### src/rtl/spt_pkg.sv
package spt_pkg;

  localparam int SAMPLE_W_DEF   = 10;
  localparam int METRIC_W_DEF   = 8;
  localparam int WIN_DEPTH_DEF  = 24;
  localparam int ENG_LAT_DEF    = 8;
  localparam int HIST_DEPTH_DEF = 4;

  // Which threshold pair a history stage is compared against.
  typedef enum logic {
    STAGE_EDGE = 1'b0,
    STAGE_TAIL = 1'b1
  } stage_kind_e;

  // Stage 0 is the newest score; the oldest stage must be the rising edge.
  function automatic stage_kind_e stage_kind(input int stage, input int depth);
    return (stage == depth - 1) ? STAGE_EDGE : STAGE_TAIL;
  endfunction

endpackage

### src/rtl/spt_sample_window.sv
module spt_sample_window #(
  parameter int DEPTH = 24,
  parameter int SW    = 10
) (
  input  logic          clk,
  input  logic          rst_n,
  input  logic          shift_en,
  input  logic [SW-1:0] din,
  input  logic [SW-1:0] veto_thr,
  output logic          veto_o
);

  logic [DEPTH-1:0][SW-1:0] win_q;
  logic [DEPTH-1:0][SW-1:0] win_d;
  logic [DEPTH-1:0]         over;

  // Next-state: node 0 takes the new sample, all others move one node on.
  always_comb begin
    win_d = win_q;
    if (shift_en) begin
      win_d[0] = din;
      for (int i = 1; i < DEPTH; i++) begin
        win_d[i] = win_q[i-1];
      end
    end
  end

  always_ff @(posedge clk or negedge rst_n) begin
    if (!rst_n) begin
      win_q <= '0;
    end else if (shift_en) begin
      win_q <= win_d;
    end
  end

  // One comparator per node of the window as it stands after this strobe.
  for (genvar n = 0; n < DEPTH; n++) begin : g_cmp
    assign over[n] = (win_d[n] >= veto_thr);
  end

  assign veto_o = |over;

endmodule

### src/rtl/spt_arm_counter.sv
module spt_arm_counter #(
  parameter int LIMIT = 32
) (
  input  logic clk,
  input  logic rst_n,
  input  logic tick_i,
  output logic armed_o
);

  localparam int CW = $clog2(LIMIT + 1);
  localparam logic [CW-1:0] LIMIT_V = CW'(LIMIT);

  logic [CW-1:0] cnt_q;
  logic [CW-1:0] cnt_d;
  logic          cnt_en;

  assign cnt_en = tick_i && (cnt_q != LIMIT_V);

  always_comb begin
    cnt_d = cnt_q + CW'(1);
  end

  always_ff @(posedge clk or negedge rst_n) begin
    if (!rst_n) begin
      cnt_q <= '0;
    end else if (cnt_en) begin
      cnt_q <= cnt_d;
    end
  end

  assign armed_o = (cnt_q == LIMIT_V);

endmodule

### src/rtl/spt_bin_history.sv
module spt_bin_history
  import spt_pkg::*;
#(
  parameter int HD = 4,
  parameter int MW = 8,
  localparam int CW = $clog2(HD + 1)
) (
  input  logic          clk,
  input  logic          rst_n,
  input  logic          push_i,
  input  logic          clear_i,
  input  logic [MW-1:0] metric_i,
  input  logic [MW-1:0] jump_lo_i,
  input  logic [MW-1:0] jump_hi_i,
  input  logic [MW-1:0] tail_lo_i,
  input  logic [MW-1:0] tail_hi_i,
  output logic          match_o,
  output logic [CW-1:0] count_o
);

  localparam logic [CW-1:0] FULL_V = CW'(HD);
  localparam logic [CW-1:0] NEAR_V = CW'(HD - 1);

  logic [HD-1:0][MW-1:0] hist_q;
  logic [HD-1:0][MW-1:0] hist_d;
  logic [HD-1:0][MW-1:0] cand;
  logic [CW-1:0]         cnt_q;
  logic [CW-1:0]         cnt_d;
  logic [HD-1:0]         stage_ok;

  // Candidate history as it would look once this score is taken in.
  assign cand[0] = metric_i;
  for (genvar s = 1; s < HD; s++) begin : g_cand
    assign cand[s] = hist_q[s-1];
  end

  // Per-stage threshold mux and window compare.
  for (genvar s = 0; s < HD; s++) begin : g_stage
    localparam stage_kind_e KIND = stage_kind(s, HD);
    logic [MW-1:0] lo_sel;
    logic [MW-1:0] hi_sel;
    assign lo_sel = (KIND == STAGE_EDGE) ? jump_lo_i : tail_lo_i;
    assign hi_sel = (KIND == STAGE_EDGE) ? jump_hi_i : tail_hi_i;
    assign stage_ok[s] = (cand[s] >= lo_sel) && (cand[s] <= hi_sel);
  end

  assign match_o = (cnt_q >= NEAR_V) && (&stage_ok);
  assign count_o = cnt_q;

  always_comb begin
    hist_d = hist_q;
    cnt_d  = cnt_q;
    if (push_i) begin
      hist_d = cand;
      if (clear_i) begin
        cnt_d = '0;
      end else if (cnt_q != FULL_V) begin
        cnt_d = cnt_q + CW'(1);
      end
    end
  end

  always_ff @(posedge clk or negedge rst_n) begin
    if (!rst_n) begin
      hist_q <= '0;
      cnt_q  <= '0;
    end else if (push_i) begin
      hist_q <= hist_d;
      cnt_q  <= cnt_d;
    end
  end

endmodule

### src/rtl/spectral_seq_trigger.sv
module spectral_seq_trigger
  import spt_pkg::*;
#(
  parameter int SAMPLE_W   = SAMPLE_W_DEF,
  parameter int METRIC_W   = METRIC_W_DEF,
  parameter int WIN_DEPTH  = WIN_DEPTH_DEF,
  parameter int ENG_LAT    = ENG_LAT_DEF,
  parameter int HIST_DEPTH = HIST_DEPTH_DEF
) (
  input  logic                clk,
  input  logic                rst_n,
  input  logic                smp_en,
  input  logic [SAMPLE_W-1:0] smp_data,
  input  logic [METRIC_W-1:0] eng_metric,
  input  logic [METRIC_W-1:0] jump_lo,
  input  logic [METRIC_W-1:0] jump_hi,
  input  logic [METRIC_W-1:0] tail_lo,
  input  logic [METRIC_W-1:0] tail_hi,
  input  logic [SAMPLE_W-1:0] veto_thr,
  output logic                trig
);

  localparam int ARM_COUNT = WIN_DEPTH + ENG_LAT;
  localparam int HCW       = $clog2(HIST_DEPTH + 1);

  logic           armed;
  logic           veto_hit;
  logic           push;
  logic           seq_match;
  logic           fire;
  logic [HCW-1:0] hist_cnt;
  logic           trig_q;
  logic           trig_d;

  spt_sample_window #(
    .DEPTH (WIN_DEPTH),
    .SW    (SAMPLE_W)
  ) u_window (
    .clk      (clk),
    .rst_n    (rst_n),
    .shift_en (smp_en),
    .din      (smp_data),
    .veto_thr (veto_thr),
    .veto_o   (veto_hit)
  );

  spt_arm_counter #(
    .LIMIT (ARM_COUNT)
  ) u_arm (
    .clk     (clk),
    .rst_n   (rst_n),
    .tick_i  (smp_en),
    .armed_o (armed)
  );

  assign push = smp_en && armed;
  assign fire = push && seq_match && !veto_hit;

  spt_bin_history #(
    .HD (HIST_DEPTH),
    .MW (METRIC_W)
  ) u_hist (
    .clk       (clk),
    .rst_n     (rst_n),
    .push_i    (push),
    .clear_i   (fire),
    .metric_i  (eng_metric),
    .jump_lo_i (jump_lo),
    .jump_hi_i (jump_hi),
    .tail_lo_i (tail_lo),
    .tail_hi_i (tail_hi),
    .match_o   (seq_match),
    .count_o   (hist_cnt)
  );

  always_comb begin
    trig_d = fire;
  end

  always_ff @(posedge clk or negedge rst_n) begin
    if (!rst_n) begin
      trig_q <= 1'b0;
    end else begin
      trig_q <= trig_d;
    end
  end

  assign trig = trig_q;

endmodule

### config.mk
export PLATFORM = sky130hd
export DESIGN_NAME = spectral_seq_trigger
export DESIGN_NICKNAME = d
export VERILOG_FILES = /design/src/rtl/spt_pkg.sv /design/src/rtl/spt_sample_window.sv /design/src/rtl/spt_arm_counter.sv /design/src/rtl/spt_bin_history.sv /design/src/rtl/spectral_seq_trigger.sv
export SDC_FILE = /design/constraint.sdc
export NUM_CORES = 1
export LEC_CHECK = 0
export BUFFER_PORTS_ARGS = -buffer_cell sky130_fd_sc_hd__buf_2
export CORE_MARGIN = 2
export CORE_UTILIZATION = 64
export CTS_CLUSTER_DIAMETER = 40
export DETAILED_ROUTE_END_ITERATION = 12
export GPL_TIMING_DRIVEN = 0
export MAX_ROUTING_LAYER = met4
export PLACE_DENSITY = 0.88
export RECOVER_POWER = 100
export SLEW_MARGIN = 20
export SYNTH_ARGS = -nofsm -noshare
export SYNTH_HDL_FRONTEND = slang
export SYNTH_HIERARCHICAL = 1
export SYNTH_SLANG_ARGS = --single-unit
export TNS_END_PERCENT = 30
### constraint.sdc
create_clock -name clk -period 5.4 [get_ports clk]
set_input_delay 0.27 -clock clk [delete_from_list [all_inputs] [get_ports clk]]
set_output_delay 0.27 -clock clk [all_outputs]
set_load 0.01 [all_outputs]
== Word-level counts from Yosys, hierarchy flattened ==
Cells that the tools add are included.

* Input port bits: 63
* Bits in registers: 274
* Output and inout port bits: 1

* Equality and inequality tests: 3
* Order comparisons: 33
* Add/subtract/negate cells: 2
* Reduce and logical (&&, ||, !) cells: 14
* Mux-type cells: 3

{| class="wikitable"
|+ Operators with widths
! operator !! number
|-
| >= comparator 10 bit || 24
|-
| 2-to-1 mux 240 bit || 1
|-
| >= comparator 8 bit || 4
|-
| less-or-equal comparator 8 bit || 4
|-
| OR reduction 24 bit || 1
|-
| logical AND 1 bit || 9
|-
| adder 6 x 1 -> 6 bit, second input constant || 1
|-
| equality test 6 bit, second input constant || 1
|-
| 2-to-1 mux 3 bit || 2
|-
| != test 6 bit, second input constant || 1
|-
| AND reduction 4 bit || 1
|-
| adder 3 x 1 -> 3 bit, second input constant || 1
|-
| >= comparator 3 x 2 -> 1 bit, second input constant || 1
|-
| != test 3 bit, second input constant || 1
|-
| AND reduction 2 bit || 1
|-
| nonzero test 2 bit || 1
|-
| logical NOT 1 bit || 1
|}

== Logic depth before layout (Yosys ltp) ==
Gate-level depths: netlist of the first run.

* Depth in word-level cells: 8
* Depth in mapped cells: 15
* Mapped depth without buffers: 12

== By module ==
The synthesis of the first run kept the hierarchy.

{| class="wikitable"
|+ Modules (own cells, without submodules)
! module !! seq. area each (um^2) !! cells an instance !! instances !! area each (um^2)
|-
| spt_sample_window || 6005.8 || 1328 || 1 || 16343.2
|-
| spt_bin_history || 675.6 || 264 || 1 || 2531.2
|-
| spt_arm_counter || 150.1 || 27 || 1 || 297.8
|-
| spectral_seq_trigger || 25.0 || 3 || 1 || 41.3
|}

== Worst setup path before layout of the first run ==
Ideal clock, no wire load.

* Path type: in2reg
* From: input port smp_en
* To: register u_hist.cnt_q[0] (netlist: u_hist/count_o[0])
* Setup time: 0.131 ns
* Buffers on the path: 3
* Stages on the path: 14
* Data required time: 5.269 ns
* Arrival time: 3.160 ns
* Slack: 2.109 ns
* Path through: clkbuf_1 clkbuf_1 buf_2 mux2_2 ha_1 a21oi_1 o22ai_1 or4_1 a21oi_1 nand4_1 nor4_2 nand4_1 and4b_1 o22ai_1

{| class="wikitable"
|+ RTL lines
! element !! line !! text
|-
| start, declared || spectral_seq_trigger.sv:12 || <nowiki>input logic smp_en,</nowiki>
|-
| end signal, assigned || spt_bin_history.sv:69 || <nowiki>cnt_q <= cnt_d;</nowiki>
|-
| end, declared || spt_bin_history.sv:27 || <nowiki>logic [CW-1:0] cnt_q;</nowiki>
|}

==> run metrics, run 1 <==
Synth warnings=6; row cnt=between 60 and 70; Synth Flop Type=dfrtp_1; TNS Setup=0 ns; Initial DRT Pass Iterations=5; Starting Density=about 65%; r2r setup slk=~1.6 ns; RSZ-0062 raised after global routing=false; clock sink total=between 200 and 300; CTS tree=done; initial antenna violation count=0; switching pwr=3.71 mW; Yosys cell types=60; CTS Buf Count=43; cell area after synthesis=around 19,000 um2; Fin Clk Skew=approximately 0.017 ns; initial drt markers=roughly 1,000; Worst Path Required=around 5.8 ns; drt total wl=approximately 52 mm; status=finished with violations; Hold Path Class=in -> reg; period utilization=approximately nine tenths; CP startpoint kind=input port; pin count of the biggest net entering global routing=80; share of cells above drive strength 1=~36%; crit path max-delay cell type=a2111oi_0; CP arrival=5.36 ns; CP Capture Type=register; Die W=roughly 180 um; Sw Ratio=a little over a third; PD cells=489 nW/um2; worst slew pin tran=between 3 and 4 ns; final HPWL from detailed placement=around 37 mm; clk_lat worst skew=between 0.5 and 0.6 ns; Comb pwr share=36.5%; Core Region=29,600 um2; worst path cell trace=clkbuf_1 > clkbuf_1 > clkbuf_1 > buf_2 > mux2_2 > ha_1 > a2111oi_0 > nor3_1 > a21oi_1 > nand4_1 > nor4_2 > nand4_1 > and4b_1 > o22ai_1; synthesized area per cell=11.8 um2; Die H=177 um; ANT nets after route=0; Routability Congestion=roughly 0.97; violated checks=capacitance limit, slew limit; number of synthesized flops with an enable pin=0; Synth top area share=about 36%; CP Max Fanout=10; CTS clock-pin slew for the worst setup and hold paths=roughly 0.060 ns; clock power share=~29%; Layout area overhead=13.3%; max_cap viols=1; vias in the first global route=~15,000; Via density=around 6.5; crit path time final=about 5 ns; Yosys reg bits=274; Setup-failing EPs final=0; most numerous cell in the Yosys netlist=mux2_2; Async SR Flop Fraction=between 90% and 100%; Peak VDD IR=0.330 mV; cell repeated most along the worst path=clkbuf_1; fin. max-slew vios=60; leak pwr=~10 nW; Syn Inst Count=roughly 1,600; fmax=between 200 and 250 MHz; internal power=between 6 and 7 mW; Remaining DRCs=0; Port Buffers=63; # resized after CTS=0; GRT Total Usage=34.9%; RR Startpoint=u_window/win_q[60]$_DFFE_PN0P_; Slew headroom=-141%; Hold Vio Cnt, Final=0; top cells by count, synth=477 x mux2_2, 309 x ha_1, 274 x dfrtp_1, 88 x a21oi_1, 74 x inv_1; CTS H-tree lvls=2; post-synthesis net count=1,994; top cell type by total area after synthesis=dfrtp_1; grt ovf=0; global-route wire length before repair=slightly above 80 mm; Clock Tree Root=clkbuf_16; routed vias=14,100; nets=about 2,100; sequential fraction of design power=roughly 35%; worst setup path start=smp_en; Die ar.=31,400 um2; final hold slack=approximately 0.021 ns; Post CTS Setup Buffer Count=0; num ports=between 60 and 70; Max clock buf depth=3; Synth area leaders=dfrtp_1 36%, mux2_2 28%, ha_1 20%; average wire per standard cell=between 20 and 25 um; WS Path Type=in -> reg; register area share after synthesis=35.7%; CP peak stage delay=about 0.9 ns; startpoint of the worst hold path=smp_data[9]; hold buffers post-CTS=11
registers in the layout (all words and copies together) (netlist names):
name / flops
u_arm/cnt_q: 6
u_hist/count_o: 3
trig: 1
u_hist/cand: 24
u_window/win_q: 240
through the flow:
step           cell area (um2)  util (%)  total power [mW]  setup WS (ns)  cells
2_1_floorplan            19200         -              6.24           2.11   1622
3_3_place_gp             20000      67.5              7.07          -1.04   2075
3_5_place_dp             20100      67.8              7.41          0.209   2078
4_1_cts                  21800      73.6              10.6          0.676   2167
5_1_grt                  21800      73.4              11.2          0.348   2167
6_report                 21800      73.4              10.6          0.446   2168
power by group through the flow:
stage | sequential (mW) | clock [mW] | combinational [mW]
floorplan | 3.35 | 0 | 2.89
detailed placement | 3.65 | 0 | 3.75
global placement | 3.56 | 0 | 3.51
CTS | 3.65 | 3.09 | 3.85
finish | 3.69 | 3.08 | 3.88
global route | 3.79 | 3.19 | 4.27
layer usage:
| layer | share of wire (%) | up-vias | GRT usage [%] | wire length, um |
|---|---|---|---|---|
| met3 | 6.0 | 187 | 5.46 | 3100 |
| met1 | 41 | 7024 | 41.9 | 21300 |
| met5 | 0 | - | - | 0 |
| met2 | 48 | 499 | 56.9 | 24800 |
| li1 | - | 6372 | - | - |
| met4 | 5.5 | 0 | 18.2 | 2850 |
cell usage in the layout (no fill, tap or decap), types with 6 or more instances in the layout:
cell type	n
a21o_1	25
inv_1	67
a211oi_1	12
clkbuf_8	10
buf_2	81
ha_1	309
dfrtp_1	274
nor3_1	10
nor4_2	6
clkbuf_16	44
bufinv_16	8
inv_2	6
mux2_1	17
clkbuf_1	37
nor2_1	23
o211ai_1	15
a22oi_1	6
nor4_1	7
o21ai_1	9
mux2_2	461
nand4_1	30
o22ai_1	10
nand2b_1	23
a21oi_1	88
nand3_1	23
nand2_1	50
o21ai_0	28
dlygate4sd3_1	11
nor2b_1	6
cell type report:
type                    count  area, um2
diodes                      1       2.50
multi-input cells        1215      11800
plain buffers              55        233
flip-flops and latches    274       6860
clock inverters            24        369
fillers                  1915       7880
repair buffers             77        484
well taps                 390        488
inverters                  78        293
clock buffers              54       1240
critical path: cells and delay by family:
family | cells | cell delay, ns
buffers and inverters | 4 | 1.92
and+or+nand+nor | 5 | 1.35
AOI/OAI and AO/OA | 3 | 1.20
muxes | 1 | 0.39
adders and majority gates | 1 | 0.18
final timing paths:
kind / endpoint / cells past startpoint
setup reg to reg: u_hist/count_o[1]$_DFFE_PN0P_ / 12
min in group asynchronous: u_window/win_q[140]$_DFFE_PN0P_ / 2
hold reg to reg: u_arm/cnt_q[5]$_DFFE_PN0P_ / 1
hold / removal: u_window/win_q[9]$_DFFE_PN0P_ / 2
max in group asynchronous: u_arm/cnt_q[2]$_DFFE_PN0P_ / 4
setup / recovery: u_hist/count_o[1]$_DFFE_PN0P_ / 14
logic make-up (layout without fill, tap and decap cells):
| group | count (synthesis) | count (layout) | synth area share [%] |
|---|---|---|---|
| multiplexers | 478 | 478 | 28.0 |
| adder cells (fa/ha/maj) | 309 | 309 | 20.1 |
| flip-flops | 274 | 274 | 35.7 |
| AO/OA/AOI/OAI | 227 | 227 | 7.52 |
| AND/OR/NAND/NOR | 197 | 197 | 5.58 |
| buffers and inverters | 133 | 288 | 2.90 |
| XOR/XNOR | 4 | 4 | 0.182 |
| other | 0 | 1 | 0 |
Note: power is estimated with default switching activity, not from simulation.
==> inputs of run 2 (changes only) <==
--- a/config.mk
+++ b/config.mk
@@ -13,7 +13,7 @@
 export GPL_TIMING_DRIVEN = 0
 export MAX_ROUTING_LAYER = met4
 export PLACE_DENSITY = 0.88
-export RECOVER_POWER = 100
+export SETUP_SLACK_MARGIN = 0.05
 export SLEW_MARGIN = 20
 export SYNTH_ARGS = -nofsm -noshare
 export SYNTH_HDL_FRONTEND = slang
==> run 2 against run 1 <==
- largest power group unchanged
- register-to-register slack improved by 0.08 ns
- die area unchanged
- wire length increased by 0.16%
- largest cell class unchanged
- via count increased by 0.11%
- critical path type unchanged
- critical path depth unchanged
- total power increased by 0.20%
- non-clock buffer count unchanged
- the run now ends clean
- sequential share of layout area decreased by 0.096 points
- worst hold slack got worse by 0.0041 ns
==> run metrics, run 2 (synthesis gave the netlist of run 1 again) <==
worst slew pin tran=1.14 ns (was 3.61 ns); GRT Total Usage=34.9% (unchanged); Port Buffers=63 (unchanged); CP Capture Type=register (unchanged); final instance area=21,800 um2 (about the same); worst path cell trace=buf_2 > clkbuf_1 > clkbuf_1 > buf_2 > mux2_2 > ha_1 > a2111oi_0 > nor3_1 > a21oi_1 > nand4_1 > nor4_2 > nand4_1 > and4b_1 > o22ai_1 (was clkbuf_1 > clkbuf_1 > clkbuf_1 > buf_2 > mux2_2 > ha_1 > a2111oi_0 > nor3_1 > a21oi_1 > nand4_1 > nor4_2 > nand4_1 > and4b_1 > o22ai_1); Starting Density=64.8% (unchanged); CTS clock-pin slew for the worst setup and hold paths=0.06 ns (about the same); Comb pwr share=36.6% (was 36.5%); CP startpoint kind=input port (unchanged); ANT nets after route=0 (unchanged); CTS tree=done (unchanged); WS Path Type=in -> reg (unchanged); Routability Congestion=0.970 (unchanged); Setup-failing EPs final=0 (unchanged); row cnt=63 (unchanged); vias in the first global route=15,200 (unchanged); CP arrival=5.23 ns (was 5.36 ns); final hold slack=0.0167 ns (was 0.0209 ns); switching pwr=3.71 mW (about the same); grt ovf=0 (unchanged); drt total wl=52.1 mm (was 52.0 mm); max_cap viols=0 (was 1); num ports=64 (unchanged); initial antenna violation count=0 (unchanged); most frequent cells in the layout=477 x mux2_2, 309 x ha_1, 274 x dfrtp_1, 108 x buf_2, 88 x a21oi_1 (was 461 x mux2_2, 309 x ha_1, 274 x dfrtp_1, 88 x a21oi_1, 81 x buf_2); CP peak stage delay=0.88 ns (was 0.90 ns); Layout area overhead=13.6% (was 13.3%); TNS Setup=0 ns (unchanged); fmax=207 MHz (was 202 MHz); Initial DRT Pass Iterations=5 (unchanged); Sw Ratio=34.8% (about the same); Worst Path Required=5.80 ns (about the same); Final WS setup=0.578 ns (was 0.446 ns); Core Region=29,600 um2 (unchanged); status=finished clean (was finished with violations); clock sink total=274 (unchanged); share of cells above drive strength 1=38.7% (was 36.1%); Diodes inserted=0 (was 1); Die ar.=31,400 um2 (unchanged); PD cells=489 nW/um2 (about the same); Area after DPL=20,100 um2 (unchanged); leak pwr=10.4 nW (was 10.3 nW); period utilization=89.3% (was 91.7%); Layout fillers=1,898 (was 1,915); clk_lat worst skew=0.54 ns (about the same); Hold Vio Cnt, Final=0 (unchanged); Slew headroom=23.7% (was -141%); Clock Tree Root=clkbuf_16 (unchanged); CP Max Fanout=10 (unchanged); average wire per standard cell=24.0 um (about the same); initial drt markers=1,048 (was 1,031); crit path max-delay cell type=a2111oi_0 (unchanged); Via density=6.51 (was 6.50); sequential fraction of design power=34.6% (about the same); nets=2,116 (unchanged); Hold Path Class=in -> reg (unchanged); routed vias=14,100 (about the same); crit path time final=4.82 ns (was 4.95 ns); clock power share=28.8% (was 28.9%); Die H=177 um (unchanged); RSZ-0062 raised after global routing=false (unchanged); max reg flops=240 (unchanged); Post CTS Setup Buffer Count=0 (unchanged); most common cell after layout, fill and taps aside=mux2_2 (unchanged); Max clock buf depth=3 (unchanged); Place WS=0.209 ns (unchanged); CTS H-tree lvls=2 (unchanged); fin. max-slew vios=0 (was 60); Remaining DRCs=0 (unchanged); pin count of the biggest net entering global routing=80 (unchanged); global-route wire length before repair=82.5 mm (unchanged); Reg with most FFs=u_window/win_q (unchanged); CTS Buf Count=43 (unchanged); Fin Clk Skew=0.0141 ns (was 0.0173 ns); Die W=177 um (unchanged); Peak VDD IR=0.333 mV (was 0.330 mV); internal power=6.96 mW (was 6.94 mW); Power, Total=10.7 mW (was 10.6 mW); final HPWL from detailed placement=36.6 mm (unchanged); largest registers=u_window/win_q x240, u_hist/cand x24, u_arm/cnt_q x6 (unchanged)
## run 2: cell count changes in the layout (fill, tap and decap cells not counted), sizes merged
cell	before	now
clkinv	16	15
buf	83	113
clkbuf	92	62
inv	76	77
diode	1	0
## run 2: final timing paths
path | slack, ns | endpoint | from | depth (start not counted)
worst max-delay path | 0.58 | u_hist/count_o[1]$_DFFE_PN0P_ | smp_en | 14
worst max register to register | 1.66 | u_hist/count_o[1]$_DFFE_PN0P_ | u_window/win_q[70]$_DFFE_PN0P_ | 12
worst min-delay path | 0.02 | u_window/win_q[9]$_DFFE_PN0P_ | smp_data[9] | 2
min in group asynchronous | 0.27 | u_window/win_q[140]$_DFFE_PN0P_ | rst_n | 2
max in group asynchronous | 4.03 | u_arm/cnt_q[5]$_DFFE_PN0P_ | rst_n | 4
worst min register to register | 0.47 | u_arm/cnt_q[5]$_DFFE_PN0P_ | u_arm/cnt_q[5]$_DFFE_PN0P_ | 1
## run 2: repair_timing
item / 4_1_cts / 5_1_grt
gates resized for setup: 0 / 0
hold buffers: 11 / 0
hold endpoints to repair: 69 / 0
## run 2: layer usage
metal	track usage [%]	part of all wire, %	vias to the layer above
met5	-	0	-
met4	18.2	5.6	0
met3	5.46	5.9	199
met2	56.9	47	525
met1	41.9	41	7004
li1	-	-	6369
## run 2: stage by stage
stage / std cells / utilization, %
2_1_floorplan: 1622 / -
3_3_place_gp: 2075 / 67.5
3_5_place_dp: 2078 / 67.8
4_1_cts: 2167 / 73.6
5_1_grt: 2167 / 73.6
6_report: 2167 / 73.6
## run 2: area by class of cell
type / count / area (um2) / share of cell area (%)
Timing Repair Buffer: 77 / 518 / 2.37
Clock inverter: 24 / 369 / 1.69
Multi-Input combinational cell: 1215 / 11800 / 54.1
Buffer: 55 / 264 / 1.21
Clock buffer: 54 / 1240 / 5.67
Tap cell: 390 / 488 / 2.24
Inverter: 78 / 293 / 1.34
Sequential cell: 274 / 6860 / 31.4
## run 2: worst max-delay path: cells and delay by family
family	cells	cell delay (ns)
AND/OR/NAND/NOR	5	1.34
multiplexers	1	0.39
AO/OA/AOI/OAI	3	1.18
buffers and inverters	4	1.83
adder cells (fa/ha/maj)	1	0.18
## run 2: power groups by stage
stage	Combinational, mW	Clock [mW]	Sequential, mW
floorplan	2.89	0	3.35
global placement	3.51	0	3.56
detailed placement	3.75	0	3.65
CTS	3.85	3.09	3.65
global route	4.29	3.19	3.79
finish	3.91	3.07	3.69
==> inputs of run 3 (changes only) <==
--- a/config.mk
+++ b/config.mk
@@ -10,9 +10,9 @@
 export CORE_UTILIZATION = 64
 export CTS_CLUSTER_DIAMETER = 40
 export DETAILED_ROUTE_END_ITERATION = 12
-export GPL_TIMING_DRIVEN = 0
 export MAX_ROUTING_LAYER = met4
 export PLACE_DENSITY = 0.88
+export REMOVE_ABC_BUFFERS = 1
 export SETUP_SLACK_MARGIN = 0.05
 export SLEW_MARGIN = 20
 export SYNTH_ARGS = -nofsm -noshare
==> run 3 against run 2 <==
- combinational power rose by 2%
- sequential share of layout area grew 0.40 points
- sequential power barely moved
- global-route usage down 4.7 points
- cell count decreased by 1.7%
- flip-flop and latch count unchanged
- critical path depth stayed put
- register-to-register slack better by 0.18 ns
- cell area is 1.2% lower
- total power decreased by 2.4%
==> run metrics, run 3 (synthesis gave the netlist of run 1 again) <==
Diodes inserted=0 (unchanged); Max clock buf depth=3 (unchanged); Layout fillers=1,839 (was 1,898); Worst R2R Path Depth=12 (unchanged); Setup-failing EPs final=0 (unchanged); num ports=64 (unchanged); Post CTS Setup Buffer Count=0 (unchanged); CTS Buf Count=43 (unchanged); routed vias=13,600 (was 14,100); max reg flops=240 (unchanged); Worst path top cell family by delay=compound AO/OA/AOI/OAI gates (was buffers and inverters); Die W=177 um (unchanged); met2 Use GR=50.2% (was 56.9%); nets=2,081 (was 2,116); clk_lat worst skew=0.53 ns (was 0.54 ns); Slew headroom=32.9% (was 23.7%); Clock Tree Root=clkbuf_16 (unchanged); CP arrival=4.32 ns (was 5.23 ns); leak pwr=10.2 nW (was 10.4 nW); vias in the first global route=14,200 (was 15,200); Reg with most FFs=u_window/win_q (unchanged); Via density=6.40 (was 6.51); global-route wire length before repair=73.8 mm (was 82.5 mm); status=finished clean (unchanged); Hold Crit Endpoint=u_hist/cand[9]$_DFFE_PN0P_ (was u_window/win_q[9]$_DFFE_PN0P_); RR Startpoint=u_window/win_q[50]$_DFFE_PN0P_ (was u_window/win_q[70]$_DFFE_PN0P_); CP peak stage delay=0.68 ns (was 0.88 ns); Fin Clk Skew=0.0170 ns (was 0.0141 ns); grt peak-use layer=met2 (unchanged); CP Max Fanout=101 (was 10); ANT nets after route=0 (unchanged); CP Capture Type=register (unchanged); fmax=255 MHz (was 207 MHz); Hold Path Class=in -> reg (unchanged); PD cells=483 nW/um2 (was 489 nW/um2); Initial DRT Pass Iterations=4 (was 5); Worst Path Required=5.80 ns (about the same); Routability Congestion=0.898 (was 0.970); most common cell after layout, fill and taps aside=mux2_2 (unchanged); drt total wl=45.5 mm (was 52.1 mm); row cnt=63 (unchanged); RSZ-0062 raised after global routing=false (unchanged); crit path max-delay cell type=a2111oi_0 (unchanged); average wire per standard cell=21.4 um (was 24.0 um); initial drt markers=1,050 (was 1,048); Starting Density=64.8% (unchanged); Hold Vio Cnt, Final=0 (unchanged); grt met1 use=37.0% (was 41.9%); Peak VDD IR=0.354 mV (was 0.333 mV); pin count of the biggest net entering global routing=134 (was 80); CTS clock-pin slew for the worst setup and hold paths=0.06 ns (about the same); Die ar.=31,400 um2 (unchanged); Core Region=29,600 um2 (unchanged); reg2reg end=u_hist/count_o[0]$_DFFE_PN0P_ (was u_hist/count_o[1]$_DFFE_PN0P_); final HPWL from detailed placement=30.5 mm (was 36.6 mm); final core occ=72.7% (was 73.6%); fin. max-slew vios=0 (unchanged); largest registers=u_window/win_q x240, u_hist/cand x24, u_arm/cnt_q x6 (unchanged); r2r setup slk=1.84 ns (was 1.66 ns); met3 Use GR=4.06% (was 5.46%); Bufs and invs on worst path=3 (was 4); GRT Total Usage=30.2% (was 34.9%); most frequent cells in the layout=477 x mux2_2, 309 x ha_1, 274 x dfrtp_1, 88 x a21oi_1, 74 x inv_1 (was 477 x mux2_2, 309 x ha_1, 274 x dfrtp_1, 108 x buf_2, 88 x a21oi_1); TNS Setup=0 ns (unchanged); share of cells above drive strength 1=37.6% (was 38.7%); CTS H-tree lvls=2 (unchanged); worst slew pin tran=1.01 ns (was 1.14 ns); period utilization=72.5% (was 89.3%); initial antenna violation count=0 (unchanged); Die H=177 um (unchanged); clock sink total=274 (unchanged); CP startpoint kind=input port (unchanged); max_cap viols=0 (unchanged); CTS tree=done (unchanged); Remaining DRCs=0 (unchanged); Power, Total=10.4 mW (was 10.7 mW); WS Path Type=in -> reg (unchanged); Layout area overhead=12.2% (was 13.6%); startpoint of the worst hold path=eng_metric[1] (was smp_data[9]); worst path cell trace=buf_8 > buf_12 > mux2_2 > inv_1 > ha_1 > nand2b_1 > a21oi_1 > nor2_1 > a2111oi_0 > o31ai_1 > nor4_2 > nand4_1 > and4b_1 > o22ai_1 (was buf_2 > clkbuf_1 > clkbuf_1 > buf_2 > mux2_2 > ha_1 > a2111oi_0 > nor3_1 > a21oi_1 > nand4_1 > nor4_2 > nand4_1 > and4b_1 > o22ai_1); grt ovf=0 (unchanged); worst hold stages=2 (unchanged); Port Buffers=63 (unchanged); crit path time final=3.91 ns (was 4.82 ns)
## run 3: changes by cell type in the layout (fill, tap and decap cells not counted), sizes merged
cell,change
buf,-25
clkinvlp,+2
dlygate4sd3,-2
inv,+7
clkinv,-5
bufinv,-4
clkbuf,-10
## run 3: what timing repair did
action | 4_1_cts | 5_1_grt
hold endpoints to repair | 76 | 0
gates resized for setup | 0 | 0
hold buffers | 9 | 0
endpoints found under the setup margin | 0 | 0
## run 3: layer usage
layer	up-vias	wire length, um	part of all wire (%)
met5	-	0	0
met4	0	2030	4.5
met3	133	2110	4.6
met2	405	22300	49
met1	6818	19000	42
li1	6269	-	-
## run 3: cell type report
| type | instances | area (um2) | area share, % |
|---|---|---|---|
| tap | 390 | 488 | 2.26 |
| inverter | 78 | 293 | 1.36 |
| timing repair buffer | 97 | 663 | 3.08 |
| multi-input combinational | 1215 | 11800 | 54.8 |
| sequential | 274 | 6860 | 31.8 |
| clock buffer | 52 | 1170 | 5.43 |
| clock inverter | 24 | 283 | 1.31 |
## run 3: worst max path at each step
stage,endpoint,from,cells past startpoint
2_1_floorplan,u_hist/count_o[0]$_DFFE_PN0P_,veto_thr[9],11
3_3_place_gp,u_hist/count_o[2]$_DFFE_PN0P_,smp_en,14
3_5_place_dp,u_hist/count_o[1]$_DFFE_PN0P_,smp_en,14
4_1_cts,u_hist/count_o[1]$_DFFE_PN0P_,smp_en,14
5_1_grt,u_hist/count_o[0]$_DFFE_PN0P_,smp_en,14
6_report,u_hist/count_o[0]$_DFFE_PN0P_,smp_en,14
## run 3: power by group
group	switching, mW	internal (mW)
combinational	1.87	2.10
clock	1.04	1.75
sequential	0.787	2.87
## run 3: per-stage QoR
| step | setup slack (ns) | hold slack [ns] | std cells | cell area [um2] |
|---|---|---|---|---|
| floorplan | 2.63 | -0.0256 | 1567 | 18900 |
| global placement | 1.07 | 0.254 | 2045 | 20000 |
| detailed placement | 0.974 | 0.263 | 2045 | 20000 |
| CTS | 1.52 | 0.0106 | 2130 | 21600 |
| global route | 1.42 | 0.0296 | 2130 | 21600 |
| finish | 1.49 | 0.0185 | 2130 | 21600 |
